`src/rtl/eqw_pkg.sv`:
```
package eqw_pkg;
    typedef enum logic [1:0] {
        S_IDLE  = 2'd0,
        S_ISSUE = 2'd1,
        S_WAIT  = 2'd2,
        S_DONE  = 2'd3
    } eqw_state_e;
endpackage

```
`src/rtl/eqw_entry_former.sv`:
```
module eqw_entry_former #(
    parameter int DATA_W    = 31,
    parameter int BASE_HI_W = 28,
    parameter int BASE_LO_W = 32,
    parameter int SZ_W      = 4,
    parameter int MIN_LOG   = 10,
    parameter int MAX_SZ    = 6,
    parameter bit BIG_END   = 1'b1,
    localparam int IDX_W    = MIN_LOG + MAX_SZ,
    localparam int ADDR_W   = BASE_HI_W + BASE_LO_W,
    localparam int WORD_W   = DATA_W + 1,
    localparam int LANES    = WORD_W / 8
) (
    input  logic [DATA_W-1:0]    data,
    input  logic [BASE_HI_W-1:0] base_hi,
    input  logic [BASE_LO_W-1:0] base_lo,
    input  logic [SZ_W-1:0]      size_code,
    input  logic [IDX_W-1:0]     index,
    input  logic                 gen,
    output logic                 size_ok,
    output logic [IDX_W-1:0]     mask,
    output logic [IDX_W-1:0]     idx_eff,
    output logic [ADDR_W-1:0]    addr,
    output logic [WORD_W-1:0]    bus_word
);
    logic [IDX_W:0]    span;
    logic [WORD_W-1:0] entry;
    int                shamt;

    always_comb begin
        size_ok = (size_code <= SZ_W'(MAX_SZ));
        shamt   = int'(size_code) + MIN_LOG;
        span    = {{IDX_W{1'b0}}, 1'b1} << shamt;
        mask    = span[IDX_W-1:0] - IDX_W'(1);
        idx_eff = index & mask;
        addr    = {base_hi, base_lo} + ADDR_W'({idx_eff, 2'b00});
        entry   = {gen, data};
    end

    for (genvar k = 0; k < LANES; k++) begin : g_lane
        if (BIG_END) begin : g_swap
            assign bus_word[8*k +: 8] = entry[8*(LANES-1-k) +: 8];
        end else begin : g_flat
            assign bus_word[8*k +: 8] = entry[8*k +: 8];
        end
    end
endmodule

```
`src/rtl/eqw_ring_step.sv`:
```
module eqw_ring_step #(
    parameter int IDX_W = 16
) (
    input  logic [IDX_W-1:0] idx_eff,
    input  logic [IDX_W-1:0] mask,
    input  logic             gen,
    output logic [IDX_W-1:0] nxt_idx,
    output logic             nxt_gen
);
    logic [IDX_W-1:0] bumped;
    logic             wrapped;

    always_comb begin
        bumped  = idx_eff + IDX_W'(1);
        nxt_idx = bumped & mask;
        wrapped = (nxt_idx == '0);
        nxt_gen = gen ^ wrapped;
    end
endmodule

```
`src/rtl/eqw_ctrl.sv`:
```
module eqw_ctrl
    import eqw_pkg::*;
(
    input  logic       clk,
    input  logic       rst_n,
    input  logic       push_valid,
    input  logic       size_ok,
    input  logic       mem_req_ready,
    input  logic       mem_rsp_valid,
    output eqw_state_e state,
    output logic       push_ready,
    output logic       mem_req_valid,
    output logic       done_valid,
    output logic       accept,
    output logic       answered
);
    eqw_state_e state_nxt;

    always_ff @(posedge clk) begin
        if (!rst_n) state <= S_IDLE;
        else        state <= state_nxt;
    end

    always_comb begin
        state_nxt = state;
        unique case (state)
            S_IDLE:  if (push_valid)    state_nxt = size_ok ? S_ISSUE : S_DONE;
            S_ISSUE: if (mem_req_ready) state_nxt = S_WAIT;
            S_WAIT:  if (mem_rsp_valid) state_nxt = S_DONE;
            S_DONE:                     state_nxt = S_IDLE;
            default:                    state_nxt = S_IDLE;
        endcase
    end

    always_comb begin
        push_ready    = 1'b0;
        mem_req_valid = 1'b0;
        done_valid    = 1'b0;
        accept        = 1'b0;
        answered      = 1'b0;
        unique case (state)
            S_IDLE: begin
                push_ready = 1'b1;
                accept     = push_valid;
            end
            S_ISSUE: mem_req_valid = 1'b1;
            S_WAIT:  answered      = mem_rsp_valid;
            S_DONE:  done_valid    = 1'b1;
            default: ;
        endcase
    end
endmodule

```
`src/rtl/eqw_ring_writer.sv`:
```
module eqw_ring_writer #(
    parameter int DATA_W    = 31,
    parameter int BASE_HI_W = 28,
    parameter int BASE_LO_W = 32,
    parameter int SZ_W      = 4,
    parameter int MIN_LOG   = 10,
    parameter int MAX_SZ    = 6,
    parameter bit BIG_END   = 1'b1,
    localparam int IDX_W    = MIN_LOG + MAX_SZ,
    localparam int ADDR_W   = BASE_HI_W + BASE_LO_W,
    localparam int WORD_W   = DATA_W + 1
) (
    input  logic                 clk,
    input  logic                 rst_n,
    input  logic                 push_valid,
    output logic                 push_ready,
    input  logic [DATA_W-1:0]    push_data,
    input  logic [BASE_HI_W-1:0] push_base_hi,
    input  logic [BASE_LO_W-1:0] push_base_lo,
    input  logic [SZ_W-1:0]      push_size,
    input  logic [IDX_W-1:0]     push_index,
    input  logic                 push_gen,
    output logic                 mem_req_valid,
    input  logic                 mem_req_ready,
    output logic [ADDR_W-1:0]    mem_req_addr,
    output logic [WORD_W-1:0]    mem_req_data,
    input  logic                 mem_rsp_valid,
    input  logic                 mem_rsp_err,
    output logic                 done_valid,
    output logic                 done_err,
    output logic [IDX_W-1:0]     done_index,
    output logic                 done_gen
);
    import eqw_pkg::*;

    eqw_state_e        state;
    logic              accept, answered, size_ok;
    logic [IDX_W-1:0]  mask, idx_eff, nxt_idx;
    logic              nxt_gen;
    logic [ADDR_W-1:0] f_addr;
    logic [WORD_W-1:0] f_word;

    logic [ADDR_W-1:0] q_addr;
    logic [WORD_W-1:0] q_word;
    logic [IDX_W-1:0]  q_raw_idx, q_nxt_idx;
    logic              q_raw_gen, q_nxt_gen, q_err;

    eqw_entry_former #(
        .DATA_W(DATA_W), .BASE_HI_W(BASE_HI_W), .BASE_LO_W(BASE_LO_W),
        .SZ_W(SZ_W), .MIN_LOG(MIN_LOG), .MAX_SZ(MAX_SZ), .BIG_END(BIG_END)
    ) u_former (
        .data(push_data), .base_hi(push_base_hi), .base_lo(push_base_lo),
        .size_code(push_size), .index(push_index), .gen(push_gen),
        .size_ok(size_ok), .mask(mask), .idx_eff(idx_eff),
        .addr(f_addr), .bus_word(f_word)
    );

    eqw_ring_step #(.IDX_W(IDX_W)) u_step (
        .idx_eff(idx_eff), .mask(mask), .gen(push_gen),
        .nxt_idx(nxt_idx), .nxt_gen(nxt_gen)
    );

    eqw_ctrl u_ctrl (
        .clk(clk), .rst_n(rst_n), .push_valid(push_valid), .size_ok(size_ok),
        .mem_req_ready(mem_req_ready), .mem_rsp_valid(mem_rsp_valid),
        .state(state), .push_ready(push_ready), .mem_req_valid(mem_req_valid),
        .done_valid(done_valid), .accept(accept), .answered(answered)
    );

    always_ff @(posedge clk) begin
        if (!rst_n) begin
            q_addr    <= '0;
            q_word    <= '0;
            q_raw_idx <= '0;
            q_nxt_idx <= '0;
            q_raw_gen <= 1'b0;
            q_nxt_gen <= 1'b0;
            q_err     <= 1'b0;
        end else if (accept) begin
            q_addr    <= f_addr;
            q_word    <= f_word;
            q_raw_idx <= push_index;
            q_raw_gen <= push_gen;
            q_nxt_idx <= nxt_idx;
            q_nxt_gen <= nxt_gen;
            q_err     <= !size_ok;
        end else if (answered) begin
            q_err     <= mem_rsp_err;
        end
    end

    always_comb begin
        mem_req_addr = q_addr;
        mem_req_data = q_word;
        done_err     = q_err;
        done_index   = q_err ? q_raw_idx : q_nxt_idx;
        done_gen     = q_err ? q_raw_gen : q_nxt_gen;
    end
endmodule

```
`config.mk`:
```
export PLATFORM = sky130hd
export DESIGN_NAME = eqw_ring_writer
export DESIGN_NICKNAME = d
export VERILOG_FILES = /design/src/rtl/eqw_pkg.sv /design/src/rtl/eqw_entry_former.sv /design/src/rtl/eqw_ring_step.sv /design/src/rtl/eqw_ctrl.sv /design/src/rtl/eqw_ring_writer.sv
export SDC_FILE = /design/constraint.sdc
export NUM_CORES = 1
export LEC_CHECK = 0
export BUFFER_PORTS_ARGS = -buffer_cell sky130_fd_sc_hd__buf_2
export CAP_MARGIN = 25
export CORE_AREA = 2 2 140 101
export DETAILED_ROUTE_END_ITERATION = 8
export DIE_AREA = 0 0 142 103
export GPL_TIMING_DRIVEN = 0
export PLACE_DENSITY = 0.92
export SYNTH_ARGS = -nofsm -noshare
export SYNTH_HDL_FRONTEND = slang
export SYNTH_SLANG_ARGS = --single-unit
```
`constraint.sdc`:
```
create_clock -name clk -period 7.35 [get_ports clk]
set_clock_uncertainty 0.05 [all_clocks]
set_input_delay 0.735 -clock clk [delete_from_list [all_inputs] [get_ports clk]]
set_output_delay 0.735 -clock clk [all_outputs]
set_load 0.01 [all_outputs]
```
==> metrics.txt <==
share of cells above drive strength 1=about a quarter; worst skew pair latency=roughly 0.41 ns; crit path DAT=about 6.3 ns; Worst-Margin Slew=0.945 ns; reg-to-reg endpoint=mem_req_addr[47]$_SDFFE_PN0P_; Nets=~1300; Max Slew Vio Count=0; fmax=166 MHz; via/cell ratio=5.86; synth warn=0; Final Power=~2700 uW; critical path's slowest cell=a21oi_1; post-synthesis cell count=approximately 920; CP max stage delay=about 0.76 ns; sequential cell area=around 0.0026 mm^2; CTS root buffer=clkbuf_16; Top Ports=approximately 230; Sink Count=128; Worst Hold End=mem_req_data[2]$_SDFFE_PN0P_; sequential power share=34.1%; worst r2r src=u_ctrl.state[0]$_SDFFE_PN0P_; Setup Viol. Count Final=0; Remaining DRCs=0; HP Start=mem_req_data[2]$_SDFFE_PN0P_; IO buf count=229; largest cells by area after synthesis=dfxtp_1 35%, a21oi_1 8.0%, nand2_1 7.5%; multi-input logic area=between 0.004 and 0.005 mm^2; row count=36; CTS max path bufs=2; Hold WC Path Type=reg2reg; hpwl dp=18300 um; Die Wd=about 140 um; Die ar.=about 0.015 mm^2; Tmin final=slightly above 6 ns; largest net degree at the start of global routing=17; Primary FF master, synth=dfxtp_1; via count=just under 8000; Initial DRT Pass Iterations=5; fillers=approximately 1100; CTS tree=done; antenna violations before repair=0; Resize count post-CTS=0; Hold-fix buffers, CTS=0; reg-to-reg slack, setup=between 4 and 5 ns; Max-slew headroom=37.0%; final worst slack=roughly 1.3 ns; Reg2Reg Depth=7; Synth top area share=between 30% and 40%; Die Y=around 100 um; Critical Path RT=7.62 ns; Initial Util=54.5%; async set-or-reset flop fraction in the synthesized netlist=0%; most frequent cells in the layout=234 x buf_2, 146 x nand2_1, 128 x dfxtp_1, 118 x a21oi_1, 58 x o21ai_0; ant diodes=0; crit-path max FO=10; final hold viol count=0; PD cells=just under 300 mW/mm^2; Total GRT Usage=about a third; number of buffers created by CTS=17; #FFs+latches synth=between 100 and 150; H-tree lvl count=4; Leakage=0.00402 uW; Comb pwr share=roughly a third; crit-path cells=buf_2 -> ha_1 -> buf_6 -> nor3b_4 -> nand4b_1 -> ha_1 -> buf_1 -> nor4b_2 -> nor2_1 -> nor2b_1 -> ha_1 -> inv_1 -> a21oi_1 -> o22ai_1 -> a221oi_1 -> o211ai_1 -> a21oi_1 -> clkbuf_1 -> nand2_1 -> xor2_1 -> a21oi_1; Yosys top cell by area=dfxtp_1; Synth Net Count=about 1100; Unique masters post-synth=80; Net Sw Power=roughly 990 uW; Net Sw Frac=between 30% and 40%; CORE AREA=0.0135 mm^2; Clock power frac=between 30% and 40%; Worst-path clk slew=~0.050 ns; Cell Int Power=around 1700 uW; Max-Cap Viols=0; status=finished clean; routed len/inst=about 18 um; sequential element share of the synthesized area=between 30% and 40%; Setup Fix Bufs, Post-CTS=0; DRT antenna net count=0; final WL=approximately 24000 um; most common cell after layout, fill and taps aside=buf_2; vias in the first global route=just over 7000; placer congestion estimate=between 0.9 and 1; Crit. End Element=register; syn_area_per_cell=between 7 and 8 um^2; Peak supply drop=about 0.23 mV; hold path depth=2; RSZ-0062 raised after global routing=no; Area growth, synth to finish=26.7%; kind of critical path=in2reg; grt ovf=0; initial drt markers=around 550; mapped cell area=roughly 0.0073 mm^2; setup TNS=0 ns; pre-CTS WS=approximately 1.1 ns; CP startpoint kind=input pin; Hold Slack=between 0.3 and 0.4 ns; fin crit share=between 80% and 90%; first-pass GRT wire length=around 36000 um; number of synthesized flops with an enable pin=0
[synth_stat cells (9+ instances only)]
| master | instances |
|---|---|
| a211oi_1 | 9 |
| a21o_1 | 9 |
| nor3_1 | 18 |
| and2_1 | 16 |
| dfxtp_1 | 128 |
| inv_1 | 19 |
| mux2_2 | 18 |
| a21oi_1 | 118 |
| clkbuf_1 | 45 |
| o21ai_0 | 58 |
| nor2_1 | 56 |
| and3_1 | 13 |
| nand2_1 | 146 |
| nand4_1 | 12 |
| xor2_1 | 38 |
| nor2b_1 | 14 |
| xnor2_1 | 17 |
| nand3_1 | 27 |
| ha_1 | 17 |
[layout make-up]
class	instances	share of cell area [%]
Clock buffer	20	4.70
Tap cell	171	2.30
Buffer	58	2.69
Sequential cell	128	27.6
Clock inverter	12	1.71
Inverter	19	0.767
Timing Repair Buffer	229	12.3
Multi-Input combinational cell	718	47.9
[layer usage]
metal / part of all wire, % / GRT usage [%] / wire length (um)
met1: 43 / 41.5 / 10400
met2: 45 / 52.2 / 11000
met3: 9.5 / 7.06 / 2290
met4: 1.9 / 10.2 / 465
met5: 0 / 0 / 0
[critical path, delay by kind of cell]
kind,cells,cell delay (ns)
fa+ha+maj,3,0.82
compound gates,6,2.07
simple gates,6,1.38
buf+inv,5,1.11
xor+xnor,1,0.16
[power by group through the flow]
stage	registers, uW	logic [uW]	clock network [uW]
after floorplan	974	506	0
after global placement	927	889	0
after detailed placement	933	912	0
after CTS	921	918	863
after global routing	938	1020	894
final	924	925	858
[worst max-delay path by stage]
stage / from / to / slack [ns] / cells past startpoint
2_1_floorplan: push_size[1] / mem_req_addr[11]$_SDFFE_PN0P_ / 2.22 / 18
3_3_place_gp: push_size[1] / mem_req_addr[50]$_SDFFE_PN0P_ / 1.20 / 21
3_5_place_dp: push_size[1] / mem_req_addr[48]$_SDFFE_PN0P_ / 1.11 / 21
4_1_cts: push_size[1] / mem_req_addr[48]$_SDFFE_PN0P_ / 1.53 / 21
5_1_grt: push_size[1] / mem_req_addr[50]$_SDFFE_PN0P_ / 1.05 / 21
6_report: push_size[1] / mem_req_addr[48]$_SDFFE_PN0P_ / 1.31 / 21
[through the flow]
step	utilization, %	instance area [um^2]	instances
after floorplan	-	7340	923
after global placement	64.6	8700	1323
after detailed placement	64.6	8700	1323
after CTS	69.0	9290	1355
after global routing	69.0	9290	1355
final	69.0	9290	1355
[flip-flops by register name (all words and copies together), names as in the netlist]
name          cells
mem_req_addr     60
q_nxt_idx        16
mem_req_data     32
done_err          1
u_ctrl.state      2
q_raw_idx        16
q_nxt_gen         1
[cell families (layout without fill, tap and decap cells)]
group,Yosys count,count (layout),synth area share (%)
AOI/OAI and AO/OA,271,271,22.7
adders and majority gates,25,25,4.13
buffers and inverters,77,338,4.38
muxes,22,22,3.48
DFF,128,128,34.9
and+or+nand+nor,344,344,23.6
xor gates and xnor gates,56,56,6.79
Power figures use the tool's default switching activity.
